**src/rtl/rxbd_pkg.sv**
```systemverilog
package rxbd_pkg;

  localparam int EMPTY_BIT   = 31;
  localparam int WRAP_BIT    = 30;
  localparam int LAST_BIT    = 29;
  localparam int ERR_BIT     = 28;
  localparam int DESC_STRIDE = 8;
  localparam int WORD1_OFS   = 4;

  localparam logic [1:0] SEL_MAXLEN = 2'd0;
  localparam logic [1:0] SEL_BASE   = 2'd1;
  localparam logic [1:0] SEL_DPTR   = 2'd2;
  localparam logic [1:0] SEL_ENABLE = 2'd3;

  typedef enum logic [2:0] {
    ST_IDLE,
    ST_FETCH0,
    ST_FETCH1,
    ST_OPEN,
    ST_WRITE,
    ST_CLOSE
  } rxState_t;

  typedef enum logic [1:0] {
    ASEL_DESC0,
    ASEL_DESC1,
    ASEL_DATA
  } addrSel_t;

  typedef struct packed {
    logic takeHeader;
    logic openBuffer;
    logic captureByte;
    logic byteDone;
    logic closeDone;
    logic setBusy;
    logic clrBusy;
  } ctrlStrobe_t;

endpackage

```
**src/rtl/rxbd_ctrl.sv**
```systemverilog
module rxbd_ctrl
  import rxbd_pkg::*;
(
  input  logic        clk,
  input  logic        rstN,
  input  logic        enable,
  input  logic        rxValid,
  input  logic        rxErr,
  input  logic        memAck,
  input  logic        rdEmpty,
  input  logic        countAtOne,
  input  logic        holdEof,
  output ctrlStrobe_t strb,
  output addrSel_t    addrSel,
  output logic        memReq,
  output logic        memWrite,
  output logic        memByte,
  output logic        bufOpen
);

  rxState_t state, nextState;

  always_ff @(posedge clk) begin
    if (!rstN) state <= ST_IDLE;
    else       state <= nextState;
  end

  always_comb begin
    nextState = state;
    strb      = '0;
    addrSel   = ASEL_DESC0;
    memReq    = 1'b0;
    memWrite  = 1'b0;
    memByte   = 1'b0;
    case (state)
      ST_IDLE: begin
        if (enable) nextState = ST_FETCH0;
      end
      ST_FETCH0: begin
        memReq  = 1'b1;
        addrSel = ASEL_DESC0;
        if (memAck) begin
          strb.takeHeader = 1'b1;
          if (rdEmpty) begin
            strb.clrBusy = 1'b1;
            nextState    = enable ? ST_FETCH1 : ST_IDLE;
          end else begin
            strb.setBusy = 1'b1;
            nextState    = enable ? ST_FETCH0 : ST_IDLE;
          end
        end
      end
      ST_FETCH1: begin
        memReq  = 1'b1;
        addrSel = ASEL_DESC1;
        if (memAck) begin
          strb.openBuffer = 1'b1;
          nextState       = enable ? ST_OPEN : ST_IDLE;
        end
      end
      ST_OPEN: begin
        if (!enable) begin
          nextState = ST_IDLE;
        end else if (rxValid) begin
          strb.captureByte = 1'b1;
          nextState        = rxErr ? ST_CLOSE : ST_WRITE;
        end
      end
      ST_WRITE: begin
        memReq   = 1'b1;
        memWrite = 1'b1;
        memByte  = 1'b1;
        addrSel  = ASEL_DATA;
        if (memAck) begin
          strb.byteDone = 1'b1;
          nextState     = (holdEof || countAtOne) ? ST_CLOSE : ST_OPEN;
        end
      end
      ST_CLOSE: begin
        memReq   = 1'b1;
        memWrite = 1'b1;
        addrSel  = ASEL_DESC0;
        if (memAck) begin
          strb.closeDone = 1'b1;
          nextState      = enable ? ST_FETCH0 : ST_IDLE;
        end
      end
      default: nextState = ST_IDLE;
    endcase
  end

  assign bufOpen = (state == ST_OPEN) || (state == ST_WRITE) || (state == ST_CLOSE);

  // a request stays up, unchanged in kind, until the memory answers
  assert_req_held_R3: assert property (@(posedge clk) disable iff (!rstN)
    (memReq && !memAck) |=> (memReq && $stable(memWrite) && $stable(memByte)));

  // disabled and idle means silent on the memory port
  assert_idle_quiet_R11: assert property (@(posedge clk) disable iff (!rstN)
    (state == ST_IDLE) |-> !memReq);

endmodule

```
**src/rtl/rxbd_datapath.sv**
```systemverilog
module rxbd_datapath
  import rxbd_pkg::*;
#(
  parameter int                 ADDR_W        = 32,
  parameter int                 LEN_W         = 16,
  parameter logic [ADDR_W-1:0]  RESET_BASE    = 32'h0000_0100,
  parameter logic [LEN_W-1:0]   RESET_MAX_LEN = 16'd16
) (
  input  logic              clk,
  input  logic              rstN,
  input  logic              cfgWrEn,
  input  logic [1:0]        cfgSel,
  input  logic [ADDR_W-1:0] cfgWrData,
  input  logic [7:0]        rxData,
  input  logic              rxEof,
  input  logic              rxErr,
  input  ctrlStrobe_t       strb,
  input  addrSel_t          addrSel,
  input  logic              memByte,
  input  logic              bufOpen,
  input  logic [31:0]       memRData,
  output logic [ADDR_W-1:0] memAddr,
  output logic [31:0]       memWData,
  output logic              enable,
  output logic              countAtOne,
  output logic              holdEof,
  output logic              rxBusy
);

  localparam logic [ADDR_W-1:0] STRIDE   = ADDR_W'(DESC_STRIDE);
  localparam logic [ADDR_W-1:0] W1_OFS   = ADDR_W'(WORD1_OFS);
  localparam logic [LEN_W-1:0]  LEN_ONE  = LEN_W'(1);

  logic [LEN_W-1:0]  maxLenReg;
  logic [ADDR_W-1:0] ringBase;
  logic [ADDR_W-1:0] descPtr;
  logic [ADDR_W-1:0] dataPtr;
  logic [LEN_W-1:0]  downCount;
  logic [LEN_W-1:0]  openLimit;
  logic              descWrap;
  logic [7:0]        holdData;
  logic              holdErr;
  logic [LEN_W-1:0]  storedLen;
  logic [31:0]       closeWord;

  always_ff @(posedge clk) begin
    if (!rstN) begin
      enable    <= 1'b0;
      maxLenReg <= RESET_MAX_LEN;
      ringBase  <= RESET_BASE;
      descPtr   <= RESET_BASE;
    end else begin
      if (cfgWrEn) begin
        case (cfgSel)
          SEL_MAXLEN: if (cfgWrData[LEN_W-1:0] != '0) maxLenReg <= cfgWrData[LEN_W-1:0];
          SEL_BASE:   ringBase <= cfgWrData;
          SEL_DPTR:   if (!bufOpen) descPtr <= cfgWrData;
          SEL_ENABLE: enable <= cfgWrData[0];
          default:    ;
        endcase
      end
      if (strb.closeDone) descPtr <= descWrap ? ringBase : descPtr + STRIDE;
    end
  end

  always_ff @(posedge clk) begin
    if (!rstN) begin
      dataPtr   <= '0;
      downCount <= '0;
      openLimit <= '0;
      descWrap  <= 1'b0;
      holdData  <= '0;
      holdEof   <= 1'b0;
      holdErr   <= 1'b0;
      rxBusy    <= 1'b0;
    end else begin
      if (strb.takeHeader) descWrap <= memRData[WRAP_BIT];
      if (strb.openBuffer) begin
        dataPtr   <= memRData[ADDR_W-1:0];
        downCount <= maxLenReg;
        openLimit <= maxLenReg;
        holdEof   <= 1'b0;
        holdErr   <= 1'b0;
      end
      if (strb.captureByte) begin
        holdData <= rxData;
        holdEof  <= rxEof;
        holdErr  <= rxErr;
      end
      if (strb.byteDone) begin
        dataPtr   <= dataPtr + ADDR_W'(1);
        downCount <= downCount - LEN_ONE;
      end
      if (strb.setBusy)      rxBusy <= 1'b1;
      else if (strb.clrBusy) rxBusy <= 1'b0;
    end
  end

  assign countAtOne = (downCount == LEN_ONE);
  assign storedLen  = openLimit - downCount;

  always_comb begin
    closeWord            = '0;
    closeWord[EMPTY_BIT] = 1'b0;
    closeWord[WRAP_BIT]  = descWrap;
    closeWord[LAST_BIT]  = holdEof;
    closeWord[ERR_BIT]   = holdErr;
    closeWord[15:0]      = 16'(storedLen);
  end

  always_comb begin
    case (addrSel)
      ASEL_DESC1: memAddr = descPtr + W1_OFS;
      ASEL_DATA:  memAddr = dataPtr;
      default:    memAddr = descPtr;
    endcase
  end

  assign memWData = memByte ? {24'h0, holdData} : closeWord;

  // never write past the limit
  assert_no_overflow_R4: assert property (@(posedge clk) disable iff (!rstN)
    strb.byteDone |-> (downCount != '0));

  assert_count_bound_R4: assert property (@(posedge clk) disable iff (!rstN)
    downCount <= openLimit);

  // data pointer steps by one per stored byte
  assert_ptr_step_R3: assert property (@(posedge clk) disable iff (!rstN)
    strb.byteDone |=> (dataPtr == $past(dataPtr) + ADDR_W'(1)));

  // ring advance and wrap reload
  assert_wrap_reload_R7: assert property (@(posedge clk) disable iff (!rstN)
    (strb.closeDone && descWrap) |=> (descPtr == $past(ringBase)));

  assert_ring_step_R7: assert property (@(posedge clk) disable iff (!rstN)
    (strb.closeDone && !descWrap) |=> (descPtr == $past(descPtr) + STRIDE));

  // the shared limit is never zero
  assert_maxlen_nonzero_R8: assert property (@(posedge clk) disable iff (!rstN)
    maxLenReg != '0);

  // pointer write refused while a buffer is open
  assert_ptr_guard_R9: assert property (@(posedge clk) disable iff (!rstN)
    (cfgWrEn && cfgSel == SEL_DPTR && bufOpen && !strb.closeDone) |=> $stable(descPtr));

  // busy only while no buffer is held
  assert_busy_closed_R10: assert property (@(posedge clk) disable iff (!rstN)
    rxBusy |-> !bufOpen);

endmodule

```
**src/rtl/rxbd_engine.sv**
```systemverilog
module rxbd_engine
  import rxbd_pkg::*;
#(
  parameter int                 ADDR_W        = 32,
  parameter int                 LEN_W         = 16,
  parameter logic [ADDR_W-1:0]  RESET_BASE    = 32'h0000_0100,
  parameter logic [LEN_W-1:0]   RESET_MAX_LEN = 16'd16
) (
  input  logic              clk,
  input  logic              rstN,
  input  logic              cfgWrEn,
  input  logic [1:0]        cfgSel,
  input  logic [ADDR_W-1:0] cfgWrData,
  input  logic              rxValid,
  input  logic [7:0]        rxData,
  input  logic              rxEof,
  input  logic              rxErr,
  output logic              memReq,
  output logic              memWrite,
  output logic              memByte,
  output logic [ADDR_W-1:0] memAddr,
  output logic [31:0]       memWData,
  input  logic              memAck,
  input  logic [31:0]       memRData,
  output logic              rxBusy
);

  ctrlStrobe_t strb;
  addrSel_t    addrSel;
  logic        enable;
  logic        countAtOne;
  logic        holdEof;
  logic        bufOpen;

  rxbd_ctrl u_ctrl (
    .clk        (clk),
    .rstN       (rstN),
    .enable     (enable),
    .rxValid    (rxValid),
    .rxErr      (rxErr),
    .memAck     (memAck),
    .rdEmpty    (memRData[EMPTY_BIT]),
    .countAtOne (countAtOne),
    .holdEof    (holdEof),
    .strb       (strb),
    .addrSel    (addrSel),
    .memReq     (memReq),
    .memWrite   (memWrite),
    .memByte    (memByte),
    .bufOpen    (bufOpen)
  );

  rxbd_datapath #(
    .ADDR_W        (ADDR_W),
    .LEN_W         (LEN_W),
    .RESET_BASE    (RESET_BASE),
    .RESET_MAX_LEN (RESET_MAX_LEN)
  ) u_dp (
    .clk        (clk),
    .rstN       (rstN),
    .cfgWrEn    (cfgWrEn),
    .cfgSel     (cfgSel),
    .cfgWrData  (cfgWrData),
    .rxData     (rxData),
    .rxEof      (rxEof),
    .rxErr      (rxErr),
    .strb       (strb),
    .addrSel    (addrSel),
    .memByte    (memByte),
    .bufOpen    (bufOpen),
    .memRData   (memRData),
    .memAddr    (memAddr),
    .memWData   (memWData),
    .enable     (enable),
    .countAtOne (countAtOne),
    .holdEof    (holdEof),
    .rxBusy     (rxBusy)
  );

endmodule

```
**config.mk**
```make
export PLATFORM = sky130hd
export DESIGN_NAME = rxbd_engine
export DESIGN_NICKNAME = d
export VERILOG_FILES = /design/src/rtl/rxbd_pkg.sv /design/src/rtl/rxbd_ctrl.sv /design/src/rtl/rxbd_datapath.sv /design/src/rtl/rxbd_engine.sv
export SDC_FILE = /design/constraint.sdc
export NUM_CORES = 1
export LEC_CHECK = 0
export CORE_MARGIN = 4
export CORE_UTILIZATION = 45
export CTS_CLUSTER_DIAMETER = 60
export CTS_CLUSTER_SIZE = 28
export DETAILED_ROUTE_END_ITERATION = 10
export PLACE_DENSITY = 0.68
export RECOVER_POWER = 25
export SLEW_MARGIN = 20
export SYNTH_ARGS = -nofsm -noshare
export SYNTH_HDL_FRONTEND = slang
export SYNTH_SLANG_ARGS = --single-unit
export TNS_END_PERCENT = 5
```
**constraint.sdc**
```tcl
create_clock -name clk -period 7.4 [get_ports clk]
set_clock_uncertainty 0.1 [all_clocks]
set_input_delay 2.22 -clock clk [delete_from_list [all_inputs] [get_ports clk]]
set_output_delay 2.22 -clock clk [all_outputs]
set_load 0.02 [all_outputs]
```
==> results of run 1 <==
## final timing paths
| kind | startpoint | cells after the start | slack (ns) | to |
|---|---|---|---|---|
| worst max-delay path | u_dp.descPtr[4] | 7 | 1.50 | memAddr[25] |
| worst min register to register | u_dp.ringBase[26] | 2 | 0.35 | u_dp.ringBase[26] |
| worst min-delay path | u_dp.ringBase[26] | 2 | 0.35 | u_dp.ringBase[26] |
| worst max register to register | u_ctrl.state[1] | 9 | 3.81 | u_dp.downCount[11] |
## synthesized netlist by cell type (16+ instances only)
master,number,share of area
o21a_1,16,0.012
nor2_1,120,0.046
nand4_1,24,0.015
nand2_1,244,0.093
nor3_1,33,0.017
xor2_1,18,0.016
dfxtp_1,160,0.32
o211ai_1,23,0.018
ha_1,20,0.025
nand3_1,45,0.023
clkbuf_1,70,0.027
xnor2_1,25,0.022
buf_2,21,0.011
a21oi_1,135,0.069
o21ai_0,65,0.033
inv_1,32,0.012
mux2i_1,25,0.025
nor4_1,16,0.010
## metrics by stage
stage / instance area (um^2) / setup slack (ns) / util / hold slack (ns) / total power [mW]
global route: 11800 / 1.335 / 0.5541 / 0.3775 / 1.992
CTS: 11800 / 1.504 / 0.5545 / 0.3562 / 1.941
detailed placement: 11240 / 1.954 / 0.5281 / 0.3462 / 1.095
floorplan: 9903 / 2.740 / - / 0.3328 / 1.002
finish: 11800 / 1.502 / 0.5541 / 0.3543 / 1.935
global placement: 11240 / 2.039 / 0.5281 / 0.3420 / 1.095
## registers in the layout (all words and copies together) (netlist names), 3 cells and up
name / flops
u_dp.dataPtr: 32
u_dp.descPtr: 32
u_dp.ringBase: 32
u_dp.downCount: 16
u_dp.maxLenReg: 16
u_dp.openLimit: 16
u_dp.holdData: 8
u_ctrl.state: 3
## final cells by class
type / count / share of cell area
Clock buffer: 18 / 0.03723
Clock inverter: 14 / 0.01029
Inverter: 34 / 0.01093
Multi-Input combinational cell: 1047 / 0.5161
Sequential cell: 160 / 0.2716
Tap cell: 275 / 0.02917
Timing Repair Buffer: 152 / 0.1247
## critical path, cell delays in order (launching register included)
cell and delay (ns):
dfxtp_1 0.48, ha_1 0.32, nand3_1 0.21, nor3_4 0.34, and4_4 0.34, nand2_1 0.15, o311ai_0 0.59, clkdlybuf4s50_1 0.74
## power by group through the flow
stage | Combinational [mW] | Clock, mW | Sequential (mW)
6_report | 0.177 | 0.856 | 0.902
5_1_grt | 0.190 | 0.900 | 0.903
4_1_cts | 0.176 | 0.864 | 0.900
3_5_place_dp | 0.175 | 0 | 0.920
3_3_place_gp | 0.175 | 0 | 0.919
2_1_floorplan | 0.0958 | 0 | 0.906
## cell families after synthesis
family / count (synthesis)
multiplexers: 25
XOR/XNOR: 43
buffers and inverters: 144
flip-flops: 160
AO/OA/AOI/OAI: 390
AND/OR/NAND/NOR: 555
adder cells (fa/ha/maj): 21
other: 1
## routing by layer
metal  track usage  part of all wire  vias to the layer above
li1              -                 -                     4985
met1        0.4183              0.45                     4807
met2        0.4141              0.44                      523
met3       0.04716             0.098                       32
met4       0.06211             0.012                        0
met5             0                 0                        -
## placed cells by master, fill, tap and decap left out, types with 5 or more instances in the layout
master           synthesis  routed
a22oi_1                 15      15
o21a_1                  16      16
conb_1                   1      13
nand2b_1                 5       5
o22ai_1                  9       9
nor2_1                 120     118
nand3_1                 45      45
xor2_1                  18      18
nand2_1                244     244
and3_1                  13      13
nand4_1                 24      24
and4_1                  10      10
a211o_1                  5       5
inv_6                    0       5
a21oi_1                135     135
o311ai_0                12      12
a211oi_1                 9       9
a221oi_1                 7       7
buf_4                   13      15
a221o_1                 11      11
inv_1                   32      32
a21o_1                  10      10
dfxtp_1                160     160
a222oi_1                14      14
nor3_1                  33      33
o221a_2                  9       9
clkbuf_16                0      17
nor4_1                  16      16
mux2i_1                 25      25
nor2b_1                  6       6
o21ai_0                 65      65
a31oi_1                 14      14
ha_1                    20      20
or3_1                    8       8
clkdlybuf4s50_1          0     131
xnor2_1                 25      25
o211ai_1                23      23
and2_1                  15      15
==> results.sh, run 1 <==
export IMPL_switchingPower_uw=525.5
export IMPL_p_leak_nw=4.271
export IMPL_synth_area_mm2=0.009858
export IMPL_clockRootBuffer="clkbuf_16"
export IMPL_yosys_mux_area_fraction=0.02538
export IMPL_maxSlewViolCount=126
export IMPL_antenna_found_initial=0
export IMPL_post_route_min_period_ns=5.898
export IMPL_place_congestion=0.9105
export IMPL_wl_per_cell_um=20.34
export IMPL_cts_hold_buf=0
export IMPL_cap_violations=3
export IMPL_dpl_cell_count=1668
export IMPL_yosys_warnings=0
export IMPL_setup_viol=0
export IMPL_io_pin_count=149
export IMPL_combPwrFrac=0.091
export IMPL_relSlewSlack=-0.4861
export IMPL_period_share=0.7971
export IMPL_setup_tns_ns=0
export IMPL_synthAdderAreaFrac=0.02741
export IMPL_nets=1514
export IMPL_synthSimpleGateAreaFrac=0.2599
export IMPL_numCtsBuffers=17
export IMPL_io_buffer_count=135
export IMPL_dr_total_vias=10350
export IMPL_cts_htree_levels=4
export IMPL_p_clk_frac=0.443
export IMPL_ir_drop_v=0.0001564
export IMPL_synth_compound_area_frac=0.2606
export IMPL_intPower_mw=1.409
export IMPL_cts_sinks=160
export IMPL_async_flop_share=0
export IMPL_die_y_um=156.0
export IMPL_syn_inst=1339
export IMPL_seqPwrFrac=0.466
export IMPL_n_antenna_cell=0
export IMPL_die_area_mm2=0.02434
export IMPL_worstMarginPinSlew_ns=2.229
export IMPL_multi_input_area_mm2=0.006087
export IMPL_timing_hold_violations_final=0
export IMPL_clock_latency_ns=0.43
export IMPL_yosys_register_bits=160
export IMPL_crit_fanout=8
export IMPL_clockBufferDepth=2
export IMPL_ys_flop_type="dfxtp_1"
export IMPL_start_util=0.4631
export IMPL_yosysSeqAreaShare=0.3249
export IMPL_end_kind="output pin"
export IMPL_grt_pass1_wl_um=53880
export IMPL_antenna_left=0
export IMPL_fp_dieW_um=156.0
export IMPL_violations="max-capacitance violations, max-slew violations"
export IMPL_nFillCells=2061
export IMPL_fmaxAchievable_mhz=169.5
export IMPL_outcome="complete, but fails checks"
export IMPL_rows=53
export IMPL_synth_edff_count=0
export IMPL_synth_xor_area_frac=0.03820
export IMPL_worstSetupPathType="flip-flop to output pin"
export IMPL_clk_pin_slew_worst_paths_ns=0.07
export IMPL_drive_gt1_frac=0.04912
export IMPL_drt_iter0_drc=1173
export IMPL_grt_total_usage=0.2776
export IMPL_cp_start_kind="flip-flop"
export IMPL_grt_pass1_vias=9350
export IMPL_regArea_mm2=0.003203
export IMPL_powerDensity_mw_per_mm2=164.0
export IMPL_first_pass_iters=8
export IMPL_vias_per_cell=6.086
export IMPL_drc=0
export IMPL_synth_top_family_by_area="compound AO/OA/AOI/OAI gates"
export IMPL_switching_share=0.2716
export IMPL_rsz0062_at_grt="false"
export IMPL_hpwlAfterDp_um=24720
export IMPL_grt_overflow=0
export IMPL_cts_resized=0
export IMPL_tritoncts="built"
export IMPL_syn_to_final_growth_pct=19.65
export IMPL_synth_cell_types=71
export IMPL_holdCritPathClass="flip-flop to flip-flop"
export IMPL_grt_max_degree=49
export IMPL_final_cell_count_no_fill=1700
export IMPL_synth_avg_cell_area_um2=7.362
export IMPL_coreArea_mm2=0.02129
export IMPL_cts_setup_buffers=0
export IMPL_worstPathArrival_ns=3.58
export IMPL_worst_ep_required_time_ns=5.08
export IMPL_drt_total_wl_um=34580
Note: power is estimated with default switching activity, not from simulation.
==> run 2: changes to the inputs <==
Clock period 7.4 ns to 5.7 ns, I/O delays scaled along.
==> run 2 against run 1 <==
Against the previous run: the run still ends with max-capacitance violations, max-slew violations left; flip-flop and latch count did not move; register-to-register slack got worse by 1.4 ns; via count grew 0.94%; die area is the same; highest routed layer unchanged.
==> results.sh, run 2 (synthesized netlist as in run 1, its figures left out) <==
export IMPL_cp_start_kind="flip-flop"
export IMPL_startpoint="u_dp.descPtr[3]"
export IMPL_io_pin_count=149
export IMPL_drive_gt1_frac=0.05171
export IMPL_final_cell_count_no_fill=1706
export IMPL_grt_use_met2=0.3966
export IMPL_fmaxAchievable_mhz=186.6
export IMPL_end_kind="output pin"
export IMPL_holdCritPathClass="flip-flop to flip-flop"
export IMPL_clockBufferDepth=2
export IMPL_worst_ep_required_time_ns=3.89
export IMPL_grt_most_used_layer="met1"
export IMPL_grt_overflow=0
export IMPL_setup_tns_ns=0
export IMPL_ir_drop_v=0.0002010
export IMPL_wl_per_cell_um=20.09
export IMPL_drc=0
export IMPL_tritoncts="built"
export IMPL_clk_pin_slew_worst_paths_ns=0.06
export IMPL_worstMarginPinSlew_ns=2.259
export IMPL_power_mw=2.506
export IMPL_first_pass_iters=6
export IMPL_clock_latency_ns=0.44
export IMPL_nets=1520
export IMPL_fp_dieW_um=156.0
export IMPL_clockRootBuffer="clkbuf_16"
export IMPL_drt_total_wl_um=34280
export IMPL_cts_hold_buf=0
export IMPL_grt_use_met1=0.4107
export IMPL_setup_viol=0
export IMPL_crit_reg2reg_launch="u_ctrl.state[0]"
export IMPL_powerDensity_mw_per_mm2=211.6
export IMPL_rows=53
export IMPL_final_area_mm2=0.01184
export IMPL_cts_sinks=160
export IMPL_grt_max_degree=54
export IMPL_cts_htree_levels=4
export IMPL_most_common_layout_cells="nand2_1, dfxtp_1, a21oi_1"
export IMPL_cap_violations=2
export IMPL_antenna_left=0
export IMPL_layout_commonest_cell="nand2_1"
export IMPL_cts_setup_buffers=0
export IMPL_worstSetupPathType="flip-flop to output pin"
export IMPL_dpl_cell_count=1674
export IMPL_hp_start="u_dp.holdData[0]"
export IMPL_hpwlAfterDp_um=24650
export IMPL_use_met3=0.04938
export IMPL_grt_pass1_vias=9302
export IMPL_maxSlewViolCount=91
export IMPL_grt_pass1_wl_um=52640
export IMPL_violations="max-capacitance violations, max-slew violations"
export IMPL_post_route_min_period_ns=5.360
export IMPL_relSlewSlack=-0.5143
export IMPL_coreArea_mm2=0.02129
export IMPL_antenna_found_initial=0
export IMPL_vias_per_cell=6.122
export IMPL_grt_total_usage=0.2725
export IMPL_die_area_mm2=0.02434
export IMPL_period_share=0.9403
export IMPL_crit_fanout=8
export IMPL_numCtsBuffers=17
export IMPL_dr_total_vias=10440
export IMPL_n_antenna_cell=0
export IMPL_final_util=0.5563
export IMPL_timing_hold_violations_final=0
export IMPL_start_util=0.4631
export IMPL_place_congestion=0.8885
export IMPL_worstPathArrival_ns=3.55
export IMPL_cts_resized=0
export IMPL_postPlaceCellArea_mm2=0.01130
export IMPL_die_y_um=156.0
export IMPL_drt_iter0_drc=1207
export IMPL_p_leak_nw=4.294
export IMPL_outcome="complete, but fails checks"
export IMPL_rsz0062_at_grt="false"
export IMPL_io_buffer_count=135
export IMPL_syn_to_final_growth_pct=20.12
export IMPL_reg_top3="u_dp.dataPtr (32), u_dp.descPtr (32), u_dp.ringBase (32)"
-- run 2: changes by cell type in the layout (fill, tap and decap cells not counted), sizes merged --
cell	previous run	this run
buf	15	19
clkbuf	20	24
inv	41	38
clkdlybuf4s50	131	132
clkinv	5	6
dlygate4sd3	4	3
-- run 2: power by group --
part | leakage [nW] | total, mW | internal [mW] | switching (mW)
clock network | 0.275 | 1.10 | 0.592 | 0.512
logic | 2.72 | 0.233 | 0.106 | 0.127
registers | 1.30 | 1.17 | 1.14 | 0.0308
-- run 2: through the flow --
step,hold WS (ns),setup slack [ns]
6_report,0.3530,0.3403
5_1_grt,0.3695,0.1420
4_1_cts,0.3546,0.3738
3_5_place_dp,0.3450,0.8456
3_3_place_gp,0.3396,0.8810
2_1_floorplan,0.3328,1.550
-- run 2: path summary, 6_finish.rpt --
| kind | end | slack [ns] | depth (start not counted) |
|---|---|---|---|
| hold reg to reg | u_dp.holdData[0] | 0.35 | 2 |
| setup / recovery | memAddr[25] | 0.34 | 7 |
| hold / removal | u_dp.holdData[0] | 0.35 | 2 |
| setup reg to reg | u_dp.descPtr[29] | 2.43 | 6 |
-- run 2: critical path, stage by stage, from the launching register on --
cell,delay (ns)
dfxtp_1,0.46
ha_1,0.29
nand3_1,0.20
nor3_4,0.33
and4_4,0.34
nand2_1,0.14
o311ai_0,0.61
clkdlybuf4s50_1,0.73
-- run 2: layout make-up --
type | count | area (um^2)
fillers | 2139 | 9445
multi-input cells | 1047 | 6085
flip-flops and latches | 160 | 3203
repair buffers | 158 | 1523
clock buffers | 20 | 456.7
well taps | 275 | 344.1
inverters | 34 | 128.9
clock inverters | 12 | 101.3
-- run 2: metal layers --
layer / vias to the layer above / wire, um / part of all wire
met5: - / 0 / 0
met2: 509 / 14620 / 0.43
met1: 4912 / 15400 / 0.45
met4: 0 / 680 / 0.020
li1: 4976 / - / -
met3: 47 / 3575 / 0.10
==> run 3: changes to the inputs <==
Settings changed: CORE_MARGIN 4 to 2.
==> run 3 against run 2 <==
Against the previous run: the run still ends with max-capacitance violations, max-slew violations left; combinational power barely moved; global-route usage rose by 2.5 points; sequential power barely moved; critical path depth did not move; hold slack improved by 0.0027 ns.
==> results.sh, run 3 (synthesized netlist as in run 1, its figures left out) <==
export IMPL_outcome="complete, but fails checks"
export IMPL_violations="max-capacitance violations, max-slew violations"
export IMPL_cts_setup_buffers=0
export IMPL_crit_fanout=8
export IMPL_cts_hold_buf=0
export IMPL_start_util=0.4545
export IMPL_fp_dieW_um=152.0
export IMPL_n_antenna_cell=0
export IMPL_cp_start_kind="flip-flop"
export IMPL_io_pin_count=149
export IMPL_final_util=0.5496
export IMPL_fmaxAchievable_mhz=187.8
export IMPL_coreArea_mm2=0.02169
export IMPL_relSlewSlack=-0.5151
export IMPL_slowest_stage="clkdlybuf4s50_1"
export IMPL_period_share=0.9340
export IMPL_worstPathArrival_ns=3.51
export IMPL_place_congestion=0.9768
export IMPL_maxSlewViolCount=92
export IMPL_layout_commonest_cell="nand2_1"
export IMPL_wl_per_cell_um=20.43
export IMPL_slowest_delay_ns=0.73
export IMPL_die_area_mm2=0.02311
export IMPL_setup_viol=0
export IMPL_cts_resized=0
export IMPL_worstSetupPathType="flip-flop to output pin"
export IMPL_regArea_mm2=0.003203
export IMPL_numCtsBuffers=17
export IMPL_setup_tns_ns=0
export IMPL_dpl_cell_count=1684
export IMPL_reg_top3="u_dp.dataPtr (32), u_dp.descPtr (32), u_dp.ringBase (32)"
export IMPL_final_cell_count_no_fill=1716
export IMPL_grt_total_usage=0.2972
export IMPL_most_common_layout_cells="nand2_1, dfxtp_1, a21oi_1"
export IMPL_clock_latency_ns=0.44
export IMPL_nets=1525
export IMPL_end_kind="output pin"
export IMPL_rrSetupSlack_ns=2.76
export IMPL_first_pass_iters=10
export IMPL_clockRootBuffer="clkbuf_16"
export IMPL_cts_sinks=160
export IMPL_drc=0
export IMPL_drt_total_wl_um=35050
export IMPL_nFillCells=2111
export IMPL_rows=54
export IMPL_syn_to_final_growth_pct=20.90
export IMPL_grt_overflow=0
export IMPL_tritoncts="built"
export IMPL_die_y_um=152.0
export IMPL_clk_pin_slew_worst_paths_ns=0.07
export IMPL_worst_ep_required_time_ns=3.89
export IMPL_cap_violations=2
export IMPL_dr_total_vias=10560
export IMPL_post_route_min_period_ns=5.324
export IMPL_drive_gt1_frac=0.05501
export IMPL_p_leak_nw=4.337
export IMPL_holdCritPathClass="flip-flop to flip-flop"
export IMPL_io_buffer_count=135
export IMPL_antenna_found_initial=0
export IMPL_powerDensity_mw_per_mm2=215.1
export IMPL_grt_max_degree=59
export IMPL_hpwlAfterDp_um=25170
export IMPL_cts_htree_levels=4
export IMPL_cp_cell_sequence="ha_1 > nand3_1 > nor3_4 > and4_4 > nand3_4 > o311ai_0 > clkdlybuf4s50_1"
export IMPL_grt_pass1_vias=9778
export IMPL_antenna_left=0
export IMPL_vias_per_cell=6.156
export IMPL_timing_hold_ws_ns=0.3558
export IMPL_timing_hold_violations_final=0
export IMPL_clockBufferDepth=2
export IMPL_rsz0062_at_grt="false"
export IMPL_ir_drop_v=0.0001711
export IMPL_drt_iter0_drc=1072
export IMPL_worstMarginPinSlew_ns=2.260
export IMPL_grt_pass1_wl_um=55430
export IMPL_multi_input_area_mm2=0.006082
-- run 3: area by class of cell --
class,count,area share
sequential,160,0.2687
multi-input combinational,1047,0.5103
clock buffer,18,0.03685
inverter,34,0.01081
clock inverter,14,0.01386
timing repair buffer,163,0.1301
tap,280,0.02939
-- run 3: stage by stage --
step	total power [mW]	area [um^2]	worst slack (ns)
3_5_place_dp	1.425	11330	0.8569
3_3_place_gp	1.424	11330	0.9042
2_1_floorplan	1.301	9903	1.550
6_report	2.563	11920	0.3762
4_1_cts	2.571	11940	0.3865
5_1_grt	2.639	11920	0.1875
-- run 3: path summary, 6_finish.rpt --
check | from | end | cells past startpoint
worst max register to register | u_ctrl.state[1] | u_dp.descPtr[11] | 6
worst min-delay path | u_dp.ringBase[30] | u_dp.ringBase[30] | 2
worst min register to register | u_dp.ringBase[30] | u_dp.ringBase[30] | 2
worst max-delay path | u_dp.descPtr[4] | memAddr[31] | 7
-- run 3: routing by layer --
layer | wire, um | global-route usage | part of all wire | up-vias
met4 | 1003 | 0.1104 | 0.029 | 0
met5 | 0 | 0 | 0 | -
li1 | - | - | - | 4984
met3 | 3105 | 0.04934 | 0.089 | 64
met1 | 15550 | 0.4235 | 0.44 | 4986
met2 | 15400 | 0.4524 | 0.44 | 530
-- run 3: report_power, final --
group          switching, mW  leakage (nW)  internal (mW)  total, mW
clock                  0.560         0.294          0.601       1.16
sequential            0.0301          1.30           1.14       1.17
combinational          0.127          2.75          0.107      0.234
-- run 3: worst max-delay path, delay by kind of cell (launching register included) --
kind,cells,cell delay (ns)
simple gates,4,1.02
buf+inv,1,0.73
compound gates,1,0.58
flops,1,0.45
fa+ha+maj,1,0.29
